--- config.mk ---
export PLATFORM = sky130hd
export DESIGN_NAME = serial_id_sender
export DESIGN_NICKNAME = d
export VERILOG_FILES = /design/src/rtl/sid_pkg.sv /design/src/rtl/sid_sync.sv /design/src/rtl/sid_phase.sv /design/src/rtl/sid_next.sv /design/src/rtl/sid_bitsel.sv /design/src/rtl/serial_id_sender.sv
export SDC_FILE = /design/constraint.sdc
export NUM_CORES = 1
export LEC_CHECK = 0
export CORE_AREA = 3 3 40 42
export DETAILED_ROUTE_END_ITERATION = 6
export DIE_AREA = 0 0 43 45
export DONT_BUFFER_PORTS = 1
export GPL_TIMING_DRIVEN = 1
export PLACE_DENSITY = 0.32
export SYNTH_ARGS = -nofsm -noshare
export SYNTH_HDL_FRONTEND = slang
export SYNTH_SLANG_ARGS = --single-unit
--- constraint.sdc ---
create_clock -name clk -period 1.6 [get_ports clk]
set_input_delay 0.24 -clock clk [delete_from_list [all_inputs] [get_ports clk]]
set_output_delay 0.24 -clock clk [all_outputs]
set_load 0.01 [all_outputs]
--- src/rtl/sid_pkg.sv ---
// Package: shared types and helpers for the serial identifier sender.
// Assumes state code 0 is the rest state and codes 1..ID_W are transmit states.
package sid_pkg;

    // Classification of a state code, used by the next-state logic.
    typedef enum logic [1:0] {
        PH_REST    = 2'd0,
        PH_SEND    = 2'd1,
        PH_FINAL   = 2'd2,
        PH_INVALID = 2'd3
    } phase_e;

    // Width of a state register that holds 0..n.
    function automatic int state_width(input int n);
        return (n < 1) ? 1 : $clog2(n + 1);
    endfunction

endpackage

--- src/rtl/sid_sync.sv ---
// Module: sid_sync
// Brings an asynchronous level into the clock domain through a chain of
// STAGES flops. Assumes STAGES >= 1. The synchronous active-low reset clears
// every stage, so nothing captured during reset survives its release.
module sid_sync #(
    parameter int STAGES = 1
) (
    input  logic clk,
    input  logic rst_n,
    input  logic d_async,
    output logic q_sync
);

    logic [STAGES-1:0] chain_q;

    generate
        if (STAGES == 1) begin : g_single
            // Single capture flop.
            always_ff @(posedge clk) begin
                if (!rst_n) chain_q <= 1'b0;
                else        chain_q <= d_async;
            end
        end else begin : g_multi
            // Shift chain; the newest sample enters at bit 0.
            always_ff @(posedge clk) begin
                if (!rst_n) chain_q <= '0;
                else        chain_q <= {chain_q[STAGES-2:0], d_async};
            end
        end
    endgenerate

    assign q_sync = chain_q[STAGES-1];

endmodule

--- src/rtl/sid_phase.sv ---
// Module: sid_phase
// Sorts a state code into rest, send, final-send or invalid.
// Assumes SW is wide enough to hold ID_W.
module sid_phase
    import sid_pkg::*;
#(
    parameter int ID_W = 4,
    parameter int SW   = 3
) (
    input  logic [SW-1:0] state,
    output phase_e        phase
);

    localparam logic [SW-1:0] LAST_CODE = SW'(ID_W);

    // Classify the current code.
    always_comb begin
        if (state == '0)             phase = PH_REST;
        else if (state == LAST_CODE) phase = PH_FINAL;
        else if (state < LAST_CODE)  phase = PH_SEND;
        else                         phase = PH_INVALID;
    end

endmodule

--- src/rtl/sid_next.sv ---
// Module: sid_next
// Next-state logic. At rest it starts on a synchronized request. A send state
// always steps to the next code. The final and invalid codes go back to rest.
// Assumes the request input is already synchronized.
module sid_next
    import sid_pkg::*;
#(
    parameter int SW = 3
) (
    input  logic [SW-1:0] state,
    input  phase_e        phase,
    input  logic          req_sync,
    output logic [SW-1:0] state_nx
);

    localparam logic [SW-1:0] FIRST_CODE = SW'(1);

    // Choose the code for the next edge.
    always_comb begin
        unique case (phase)
            PH_REST:  state_nx = req_sync ? FIRST_CODE : '0;
            PH_SEND:  state_nx = state + FIRST_CODE;
            PH_FINAL: state_nx = '0;
            default:  state_nx = '0;
        endcase
    end

endmodule

--- src/rtl/sid_bitsel.sv ---
// Module: sid_bitsel
// Output decode: transmit state k drives pattern bit ID_W-k, so the word goes
// out MSB first. Every other code drives 0. Assumes SW holds ID_W.
module sid_bitsel #(
    parameter int              ID_W    = 4,
    parameter int              SW      = 3,
    parameter logic [ID_W-1:0] PATTERN = 4'b1101
) (
    input  logic [SW-1:0] state,
    output logic          bit_o
);

    // Match the state against each transmit code.
    always_comb begin
        bit_o = 1'b0;
        for (int k = 1; k <= ID_W; k++) begin
            if (state == SW'(k)) bit_o = PATTERN[ID_W-k];
        end
    end

endmodule

--- src/rtl/serial_id_sender.sv ---
// Module: serial_id_sender (top)
// Waits at rest until a synchronized request is seen, then sends ID_PATTERN
// MSB first, one bit per cycle, and returns to rest. Assumes a free-running
// clock and a synchronous active-low reset. req_async may change at any time.
module serial_id_sender #(
    parameter int                  ID_W        = 4,
    parameter logic [ID_W-1:0]     ID_PATTERN  = 4'b1101,
    parameter int                  SYNC_STAGES = 1
) (
    input  logic clk,
    input  logic rst_n,
    input  logic req_async,
    output logic id_bit
);
    import sid_pkg::*;

    localparam int SW = state_width(ID_W);

    logic [SW-1:0] state_q;
    logic [SW-1:0] state_nx;
    logic          req_sync;
    phase_e        phase;

    sid_sync #(.STAGES(SYNC_STAGES)) u_sync (
        .clk     (clk),
        .rst_n   (rst_n),
        .d_async (req_async),
        .q_sync  (req_sync)
    );

    sid_phase #(.ID_W(ID_W), .SW(SW)) u_phase (
        .state (state_q),
        .phase (phase)
    );

    sid_next #(.SW(SW)) u_next (
        .state    (state_q),
        .phase    (phase),
        .req_sync (req_sync),
        .state_nx (state_nx)
    );

    sid_bitsel #(.ID_W(ID_W), .SW(SW), .PATTERN(ID_PATTERN)) u_bitsel (
        .state (state_q),
        .bit_o (id_bit)
    );

    // State register with synchronous reset to rest.
    always_ff @(posedge clk) begin
        if (!rst_n) state_q <= '0;
        else        state_q <= state_nx;
    end

endmodule

==> flow_summary_export.csv, run 1 <==
group,metric,value,unit
worst_hold_path,hold_class,"in2reg",
synth,netlist_area,220,um^2
synth,synthMuxAreaShare,0,
detailed_routing,drc,0,
grt,grt_pass1_wl,621,um
finish,antenna_cells,0,
sta,tns,0,ps
sta,max_freq,669,MHz
synth,yosysTopAreaCell,"dfxtp_1",
synth,synth-simple-area-share,0.227,
setup_path,crit_type,"reg2out",
power_and_ir_drop,ir_worst_vdd,411,uV
synth,avgSynthCellArea,10.0,um^2
setup_path,slowest_delay,330,ps
clock_tree,clk_path_buf_depth,2,
grt,grt.overflow.total,0,
power_and_ir_drop,p_int,202,uW
worst_hold_path,min_from,"req_async",
synth,synth_compound_area_frac,0.0739,
synth,synth-xor-area-share,0,
finish,post-route-util,0.212,
clock_tree,cts_buffers,3,
detailed_routing,drt-initial-drc-count,1,
finish,final_nets,36,
finish,nFillCells,143,
detailed_routing,viasPerCell,3.73,
finish,ff_latch_area,81.3,um^2
setup_path,slowest_stage,"dfxtp_2",
synth,synth_top_family_by_area,"adder cells",
grt,antenna_found_initial,0,
clock_tree,clock-sinks,4,
setup_path,r2r_slack,480,ps
flow_run,drv_cap,0,
worst_hold_path,hold_depth,1,
die,die_w,43,um
power_and_ir_drop,pwr-share-comb,0.103,
power_and_ir_drop,powerDensity,944,mW/mm^2
sta,slew_violations,0,
finish,drive_gt1_frac,0.308,
sta,skew,5.90,ps
setup_path,reg2reg_from,"state_q[0]",
clock_tree,root_buffer,"clkbuf_4",
clock_tree,cts_tree,"yes",
detailed_routing,ant_nets,0,
synth,synth_area_leaders,"dfxtp_1 36%, ha_1 28%, nand2b_4 6.3%, inv_1 5.1%, a21oi_2 4.0%",
setup_path,critical_path_peak_fanout,4,
synth,synth_cell_types,12,
synth,synth_top_area_frac,0.364,
sta,setup_viol,0,
detailed_routing,totalWireLength,343,um
detailed_routing,avgRoutedWirePerCell,8.37,um
die,start_util,0.171,
setup_path,rr_endpoint,"state_q[0]",
finish,area_growth_syn_to_layout,23.9,%
synth,yosys_warnings,0,
power_and_ir_drop,seq_power_share,0.419,
detailed_routing,vias,153,
grt,grt_busiest_layer,"met2",
setup_path,worst-path-buf-inv,1,
synth,syn_nets,30,
grt,met3_usage,0.0518,
grt,first_global_vias,164,
placement,portBuffers,0,
setup_path,cp.arrival,1250,ps
grt,grt_max_degree,6,
sta,slew_headroom,0.870,
power_and_ir_drop,power,258,uW
clock_tree,cts_setup_buffers,0,
grt,grt_use_met2,0.0569,
sta,whs,134,ps
setup_path,worst_r2r_path_depth,4,
power_and_ir_drop,power_switching,55.7,uW
synth,yosysSeqAreaShare,0.364,
worst_hold_path,whs_endpoint,"u_sync.q_sync",
synth,netlist_instances,22,
clock_tree,cts.clk_slew.worst_paths,30,ps
die,die-area,0.00194,mm^2
die,row_count,13,
die,fp.coreArea,0.00128,mm^2
grt,grt_usage,0.0507,
setup_path,endpoint_kind,"output port",
finish,multi_input_area,131,um^2
sta,tightest_slew,193,ps
power_and_ir_drop,p_leak,0.000108,uW
synth,synth_seq_cells,4,
sta,fin_crit_sh,0.934,
setup_path,start_kind,"flop",
sta,final_hold_viol_count,0,
setup_path,path_cells,"ha_1 -> ha_2 -> o31ai_1 -> buf_4",
die,die_h,45,um
detailed_routing,drt-pass1-iter-count,2,
clock_tree,post_cts_resized,0,
sta,rsz0062_at_grt,"no",
grt,grt.met1_usage,0.0481,
die,boundaryPins,4,
clock_tree,insertion_delay,230,ps
outcome,outcome,"finished clean",
synth,synthAdderAreaFrac,0.284,
placement,place_congestion,0.655,
clock_tree,cts_hold_buf,0,
setup_path,critPathRequiredTime,1360,ps
power_and_ir_drop,clock_power_share,0.478,
sta,period_minus_slack,1490,ps
setup_path,cpLargestDelayFamily,"adder cells",
clock_tree,cts_htree_levels,1,
power_and_ir_drop,switching_share,0.216,
[power by group through the flow]
| stage | clock network, uW | logic [uW] | registers, uW |
|---|---|---|---|
| global placement | 0 | 25.9 | 109 |
| global route | 140 | 30.4 | 108 |
| floorplan | 0 | 19.1 | 108 |
| detailed placement | 0 | 26.2 | 109 |
| finish | 123 | 26.6 | 108 |
| CTS | 131 | 26.3 | 107 |
[cell families (layout without fill, tap and decap cells)]
logic type                 count (synthesis)  count (layout)
and+or+nand+nor                            8               8
adders and majority gates                  5               5
DFF                                        4               4
buffers and inverters                      3               7
AOI/OAI and AO/OA                          2               2
[worst max path at each step]
stage | start | end | cells after the start
final | state_q[0] | id_bit | 4
after floorplan | state_q[0] | id_bit | 3
after detailed placement | state_q[0] | id_bit | 4
after CTS | state_q[0] | id_bit | 4
after global routing | state_q[0] | id_bit | 4
after global placement | state_q[0] | id_bit | 4
[worst reg2reg max path, cell delays in order, from the launching register on]
cell and delay, ps:
dfxtp_2 340, inv_1 60, ha_1 260, or2_1 270, a21oi_2 120
[sequential cells by signal (all words and copies together) (netlist names)]
name           cells
state_q            3
u_sync.q_sync      1
[through the flow]
| step | instance area, um^2 | setup slack [ps] | instances |
|---|---|---|---|
| finish | 273 | 106 | 41 |
| global route | 273 | 17.2 | 41 |
| CTS | 269 | 17.5 | 41 |
| detailed placement | 246 | 269 | 38 |
| global placement | 246 | 278 | 38 |
| floorplan | 220 | 316 | 22 |
[placed cells by master, fill, tap and decap left out]
| cell type | n |
|---|---|
| clkbuf_4 | 3 |
| dfxtp_1 | 3 |
| inv_1 | 3 |
| nand2b_4 | 1 |
| ha_2 | 1 |
| nor3_1 | 1 |
| nand2_1 | 2 |
| o31ai_1 | 1 |
| nor3b_1 | 1 |
| a21oi_2 | 1 |
| buf_4 | 1 |
| nor2_1 | 1 |
| and2_1 | 1 |
| or2_1 | 1 |
| ha_1 | 4 |
| dfxtp_2 | 1 |
[cell type report]
cell class,count,share of cell area
multi-input combinational,15,0.482
tap,15,0.0688
sequential,4,0.298
timing repair buffer,1,0.0275
clock buffer,3,0.0826
inverter,3,0.0413
[Yosys cell counts]
cell type  count
a21oi_2        1
o31ai_1        1
nor2_1         1
nand2_1        2
or2_1          1
ha_1           5
inv_1          3
nor3_1         1
dfxtp_1        4
and2_1         1
nor3b_1        1
nand2b_4       1
[routing by layer]
| layer | vias to the layer above | routed length, um |
|---|---|---|
| met5 | - | 0 |
| met4 | 0 | 9 |
| met3 | 2 | 45 |
| met2 | 7 | 139 |
| met1 | 66 | 148 |
| li1 | 78 | - |
No activity file was read; power rests on OpenSTA's default activity.
==> run 2: changes to the inputs <==
--- a/config.mk
+++ b/config.mk
@@ -5,12 +5,13 @@
 export SDC_FILE = /design/constraint.sdc
 export NUM_CORES = 1
 export LEC_CHECK = 0
+export ABC_AREA = 1
 export CORE_AREA = 3 3 40 42
 export DETAILED_ROUTE_END_ITERATION = 6
 export DIE_AREA = 0 0 43 45
 export DONT_BUFFER_PORTS = 1
 export GPL_TIMING_DRIVEN = 1
-export PLACE_DENSITY = 0.32
+export PLACE_DENSITY = 0.34
 export SYNTH_ARGS = -nofsm -noshare
 export SYNTH_HDL_FRONTEND = slang
 export SYNTH_SLANG_ARGS = --single-unit
==> flow_summary_export.csv, run 2 <==
group,metric,value,unit
clock_tree,clock-sinks,4,
clock_tree,cts_hold_buf,0,
clock_tree,insertion_delay,230,ps
sta,setup_viol,0,
sta,slew_headroom,0.898,
finish,nFillCells,148,
setup_path,slowest_delay,330,ps
sta,max_freq,693,MHz
die,die_w,43,um
placement,place_congestion,0.650,
power_and_ir_drop,ir_worst_vdd,331,uV
finish,fin_area,282,um^2
synth,ys.flop_type,"dfxtp_1",
clock_tree,cts_buffers,3,
sta,slew_violations,0,
die,fp.coreArea,0.00128,mm^2
sta,tns,0,ps
grt,first_global_vias,163,
setup_path,cpLargestDelayFamily,"adder cells",
finish,layout_common_cells,"7 x nand2_1, 6 x inv_1, 5 x ha_1",
die,die-area,0.00194,mm^2
synth,netlist_area,240,um^2
setup_path,crit_type,"reg2out",
sta,fin_crit_sh,0.902,
setup_path,worst-path-buf-inv,0,
grt,grt_max_degree,5,
clock_tree,post_cts_resized,0,
synth,yosysTopAreaCell,"dfxtp_1",
grt,grt_pass1_wl,552,um
worst_hold_path,hold_class,"in2reg",
synth,netlist_instances,32,
finish,drive_gt1_frac,0.257,
finish,regMostFlops,"state_q",
synth,yosysMostFrequentCell,"nand2_1",
setup_path,worst_r2r_path_depth,6,
worst_hold_path,hold_depth,2,
finish,largest_reg_flops,3,
setup_path,cp.arrival,1200,ps
setup_path,path_cells,"ha_1 -> ha_1 -> nor2_1 -> nand2_1 -> nand2_1",
synth,synthArstFlopShare,0,
synth,yosys_warnings,0,
detailed_routing,totalWireLength,319,um
setup_path,rr_endpoint,"state_q[0]",
setup_path,critPathRequiredTime,1360,ps
setup_path,critical_path_peak_fanout,4,
detailed_routing,viasPerCell,3.50,
power_and_ir_drop,powerDensity,910,mW/mm^2
detailed_routing,vias,175,
synth,synth-edff-count,0,
sta,final_hold_viol_count,0,
placement,place_area,259,um^2
outcome,outcome,"finished clean",
clock_tree,cts_setup_buffers,0,
power_and_ir_drop,power,256,uW
sta,skew,2.06,ps
clock_tree,root_buffer,"clkbuf_4",
setup_path,start_kind,"flop",
clock_tree,cts_htree_levels,1,
synth,synth_seq_cells,4,
synth,synth_area_leaders,"dfxtp_1 33%, ha_1 26%, nand2_1 11%, inv_1 9.4%, nand2_2 7.8%",
detailed_routing,ant_nets,0,
finish,area_growth_syn_to_layout,17.2,%
grt,grt_usage,0.0449,
synth,yosysSeqAreaShare,0.333,
sta,rsz0062_at_grt,"no",
synth,syn_nets,40,
die,die_h,45,um
synth,synth_cell_types,9,
power_and_ir_drop,p_leak,0.000144,uW
detailed_routing,avgRoutedWirePerCell,6.38,um
clock_tree,cts.clk_slew.worst_paths,40,ps
setup_path,reg2reg_from,"state_q[0]",
detailed_routing,drc,0,
detailed_routing,drt-pass1-iter-count,1,
die,boundaryPins,4,
worst_hold_path,whs_endpoint,"u_sync.q_sync",
worst_hold_path,min_from,"req_async",
sta,period_minus_slack,1440,ps
finish,final_nets,45,
die,row_count,13,
sta,tightest_slew,154,ps
setup_path,startpoint,"state_q[0]",
detailed_routing,drt-initial-drc-count,0,
setup_path,r2r_slack,580,ps
grt,grt.overflow.total,0,
finish,final_common_cell,"nand2_1",
placement,dp_hpwl,281,um
clock_tree,clk_path_buf_depth,2,
clock_tree,cts_tree,"yes",
synth,netlist_top_cells_count,"7 x nand2_1, 6 x inv_1, 5 x ha_1",
synth,synth_top_area_frac,0.333,
setup_path,endpoint_kind,"output port",
grt,antenna_found_initial,0,
setup_path,slowest_stage,"dfxtp_1",
synth,avgSynthCellArea,7.51,um^2
flow_run,drv_cap,0,
finish,antenna_cells,0,
placement,portBuffers,0,
die,start_util,0.187,
[run 2: cell type report]
class / count / area, um^2 / share of cell area
clock buffer: 3 / 22.5 / 0.0800
inverter: 8 / 30.0 / 0.107
multi-input combinational: 20 / 130 / 0.462
sequential: 4 / 80.1 / 0.284
tap: 15 / 18.8 / 0.0667
[run 2: kinds of logic after synthesis]
kind of cell,after synthesis,share of synthesized area
fa+ha+maj,5,0.260
buf+inv,8,0.125
flops,4,0.333
simple gates,15,0.281
[run 2: routing by layer]
layer / vias up / routed length (um) / GRT usage
met2: 6 / 127 / 0.0509
met1: 69 / 154 / 0.0457
met3: 2 / 19 / 0.0120
met4: 0 / 17 / 0.0904
met5: - / 0 / 0
li1: 98 / - / -
[run 2: report_power, final]
part / internal, uW / switching (uW)
Sequential: 105 / 3.32
Clock: 83.5 / 36.6
Combinational: 10.9 / 17.3
Total: 199 / 57.3
[run 2: worst max-delay path by stage]
stage	end	slack, ps	cells past startpoint
CTS	id_bit	130	5
floorplan	id_bit	450	5
finish	id_bit	160	5
global placement	id_bit	380	5
global route	id_bit	80	5
detailed placement	id_bit	390	5
[run 2: worst reg2reg max path, cell delays in order (launching register included)]
cell and delay, ps:
dfxtp_1 380, inv_1 80, ha_1 240, inv_2 80, nand2_2 50, nand2_2 50
nor2_2 30
[run 2: stage by stage]
stage          hold WS [ps]  cells  utilization  worst slack, ps
6_report                105     50        0.219              157
2_1_floorplan           333     32            -              448
4_1_cts                97.2     50        0.219              132
3_5_place_dp            342     47        0.202              388
3_3_place_gp            338     47        0.202              377
5_1_grt                 117     50        0.219             81.6
==> run 3: changes to the inputs <==
--- a/config.mk
+++ b/config.mk
@@ -6,9 +6,9 @@
 export NUM_CORES = 1
 export LEC_CHECK = 0
 export ABC_AREA = 1
-export CORE_AREA = 3 3 40 42
+export CORE_AREA = 2 2 39 41
 export DETAILED_ROUTE_END_ITERATION = 6
-export DIE_AREA = 0 0 43 45
+export DIE_AREA = 0 0 41 43
 export DONT_BUFFER_PORTS = 1
 export GPL_TIMING_DRIVEN = 1
 export PLACE_DENSITY = 0.34
==> flow_summary_export.csv, run 3 (same netlist as run 2, synthesis figures left out) <==
group,metric,value,unit
sta,setup_viol,0,
grt,grt_usage,0.0572,
finish,post-route-util,0.204,
grt,grt_pass1_wl,600,um
detailed_routing,ant_nets,0,
die,boundaryPins,4,
die,start_util,0.174,
setup_path,critPathRequiredTime,1360,ps
clock_tree,cts_tree,"yes",
placement,place_congestion,0.652,
sta,slew_violations,0,
sta,fin_crit_sh,0.905,
power_and_ir_drop,p_leak,0.000144,uW
finish,area_growth_syn_to_layout,17.7,%
setup_path,cpLargestDelayFamily,"adder cells",
setup_path,r2r_slack,570,ps
setup_path,worst_r2r_path_depth,6,
setup_path,slowest_stage,"dfxtp_1",
clock_tree,cts.clk_slew.worst_paths,30,ps
setup_path,critical_path_peak_fanout,4,
finish,final_common_cell,"nand2_1",
detailed_routing,vias,180,
worst_hold_path,hold_class,"in2reg",
detailed_routing,drc,0,
setup_path,rr_endpoint,"state_q[0]",
grt,grt_max_degree,5,
sta,skew,0.0717,ps
setup_path,cp.arrival,1210,ps
detailed_routing,viasPerCell,3.53,
sta,period_minus_slack,1450,ps
die,die_h,43,um
setup_path,reg2reg_from,"state_q[0]",
clock_tree,cts_hold_buf,0,
clock_tree,cts_htree_levels,1,
finish,final_nets,45,
grt,grt.overflow.total,0,
setup_path,crit_type,"reg2out",
clock_tree,post_cts_resized,0,
flow_run,drv_cap,0,
sta,slew_headroom,0.894,
finish,layout_common_cells,"7 x nand2_1, 6 x inv_1, 5 x ha_1",
die,fp.coreArea,0.00138,mm^2
setup_path,slowest_delay,330,ps
clock_tree,insertion_delay,230,ps
sta,rsz0062_at_grt,"no",
power_and_ir_drop,powerDensity,898,mW/mm^2
placement,portBuffers,0,
finish,regMostFlops,"state_q",
placement,place_inst,48,
grt,first_global_vias,176,
sta,tightest_slew,158,ps
detailed_routing,drt-pass1-iter-count,1,
finish,nFillCells,157,
sta,final_hold_viol_count,0,
die,row_count,14,
detailed_routing,avgRoutedWirePerCell,6.45,um
setup_path,crit_end,"id_bit",
die,die_w,41,um
placement,dp_hpwl,287,um
outcome,outcome,"finished clean",
clock_tree,clk_path_buf_depth,2,
clock_tree,clock-sinks,4,
sta,max_freq,690,MHz
setup_path,start_kind,"flop",
detailed_routing,totalWireLength,329,um
power_and_ir_drop,ir_worst_vdd,281,uV
setup_path,worst-path-buf-inv,0,
detailed_routing,drt-initial-drc-count,0,
finish,drive_gt1_frac,0.257,
power_and_ir_drop,power,254,uW
die,die-area,0.00176,mm^2
setup_path,path_cells,"ha_1 -> ha_1 -> nor2_1 -> nand2_1 -> nand2_1",
clock_tree,cts_setup_buffers,0,
setup_path,path_depth,5,
setup_path,endpoint_kind,"output port",
setup_path,startpoint,"state_q[0]",
finish,largest_reg_flops,3,
finish,antenna_cells,0,
grt,antenna_found_initial,0,
sta,tns,0,ps
clock_tree,cts_buffers,3,
finish,fin_cells,51,
clock_tree,root_buffer,"clkbuf_4",
-- run 3: worst min-delay path by stage --
stage,startpoint,end,slack [ps],cells past startpoint
after floorplan,req_async,u_sync.q_sync,330,2
after global placement,req_async,u_sync.q_sync,340,2
after detailed placement,req_async,u_sync.q_sync,340,2
after CTS,req_async,u_sync.q_sync,100,2
after global routing,req_async,u_sync.q_sync,110,2
final,req_async,u_sync.q_sync,110,2
-- run 3: cell type report --
type	count	area, um^2	area share
multi-input cells	20	130	0.460
flip-flops and latches	4	80.1	0.283
inverters	8	30.0	0.106
clock buffers	3	22.5	0.0796
well taps	16	20.0	0.0708
-- run 3: through the flow --
step                instance area, um^2  setup WS (ps)  hold WS [ps]
CTS                                 283            120           103
finish                              283            152           108
detailed placement                  260            376           344
global route                        283           37.8           111
global placement                    260            372           339
floorplan                           240            448           333
-- run 3: per-layer routing --
| metal | part of all wire | GRT usage | vias up |
|---|---|---|---|
| met5 | 0 | 0 | - |
| met4 | 0.024 | 0.100 | 0 |
| met3 | 0.085 | 0.0209 | 2 |
| met2 | 0.43 | 0.0656 | 4 |
| met1 | 0.46 | 0.0547 | 75 |
| li1 | - | - | 99 |
-- run 3: worst register-to-register path: stages (launching register included) --
cell     delay [ps]
dfxtp_1         380
inv_1            80
ha_1            250
inv_2            80
nand2_2          50
nand2_2          50
nor2_2           30
-- run 3: where the power goes --
part / switching, uW / internal, uW
sequential: 3.42 / 105
combinational: 17.4 / 11.0
clock: 34.0 / 83.3
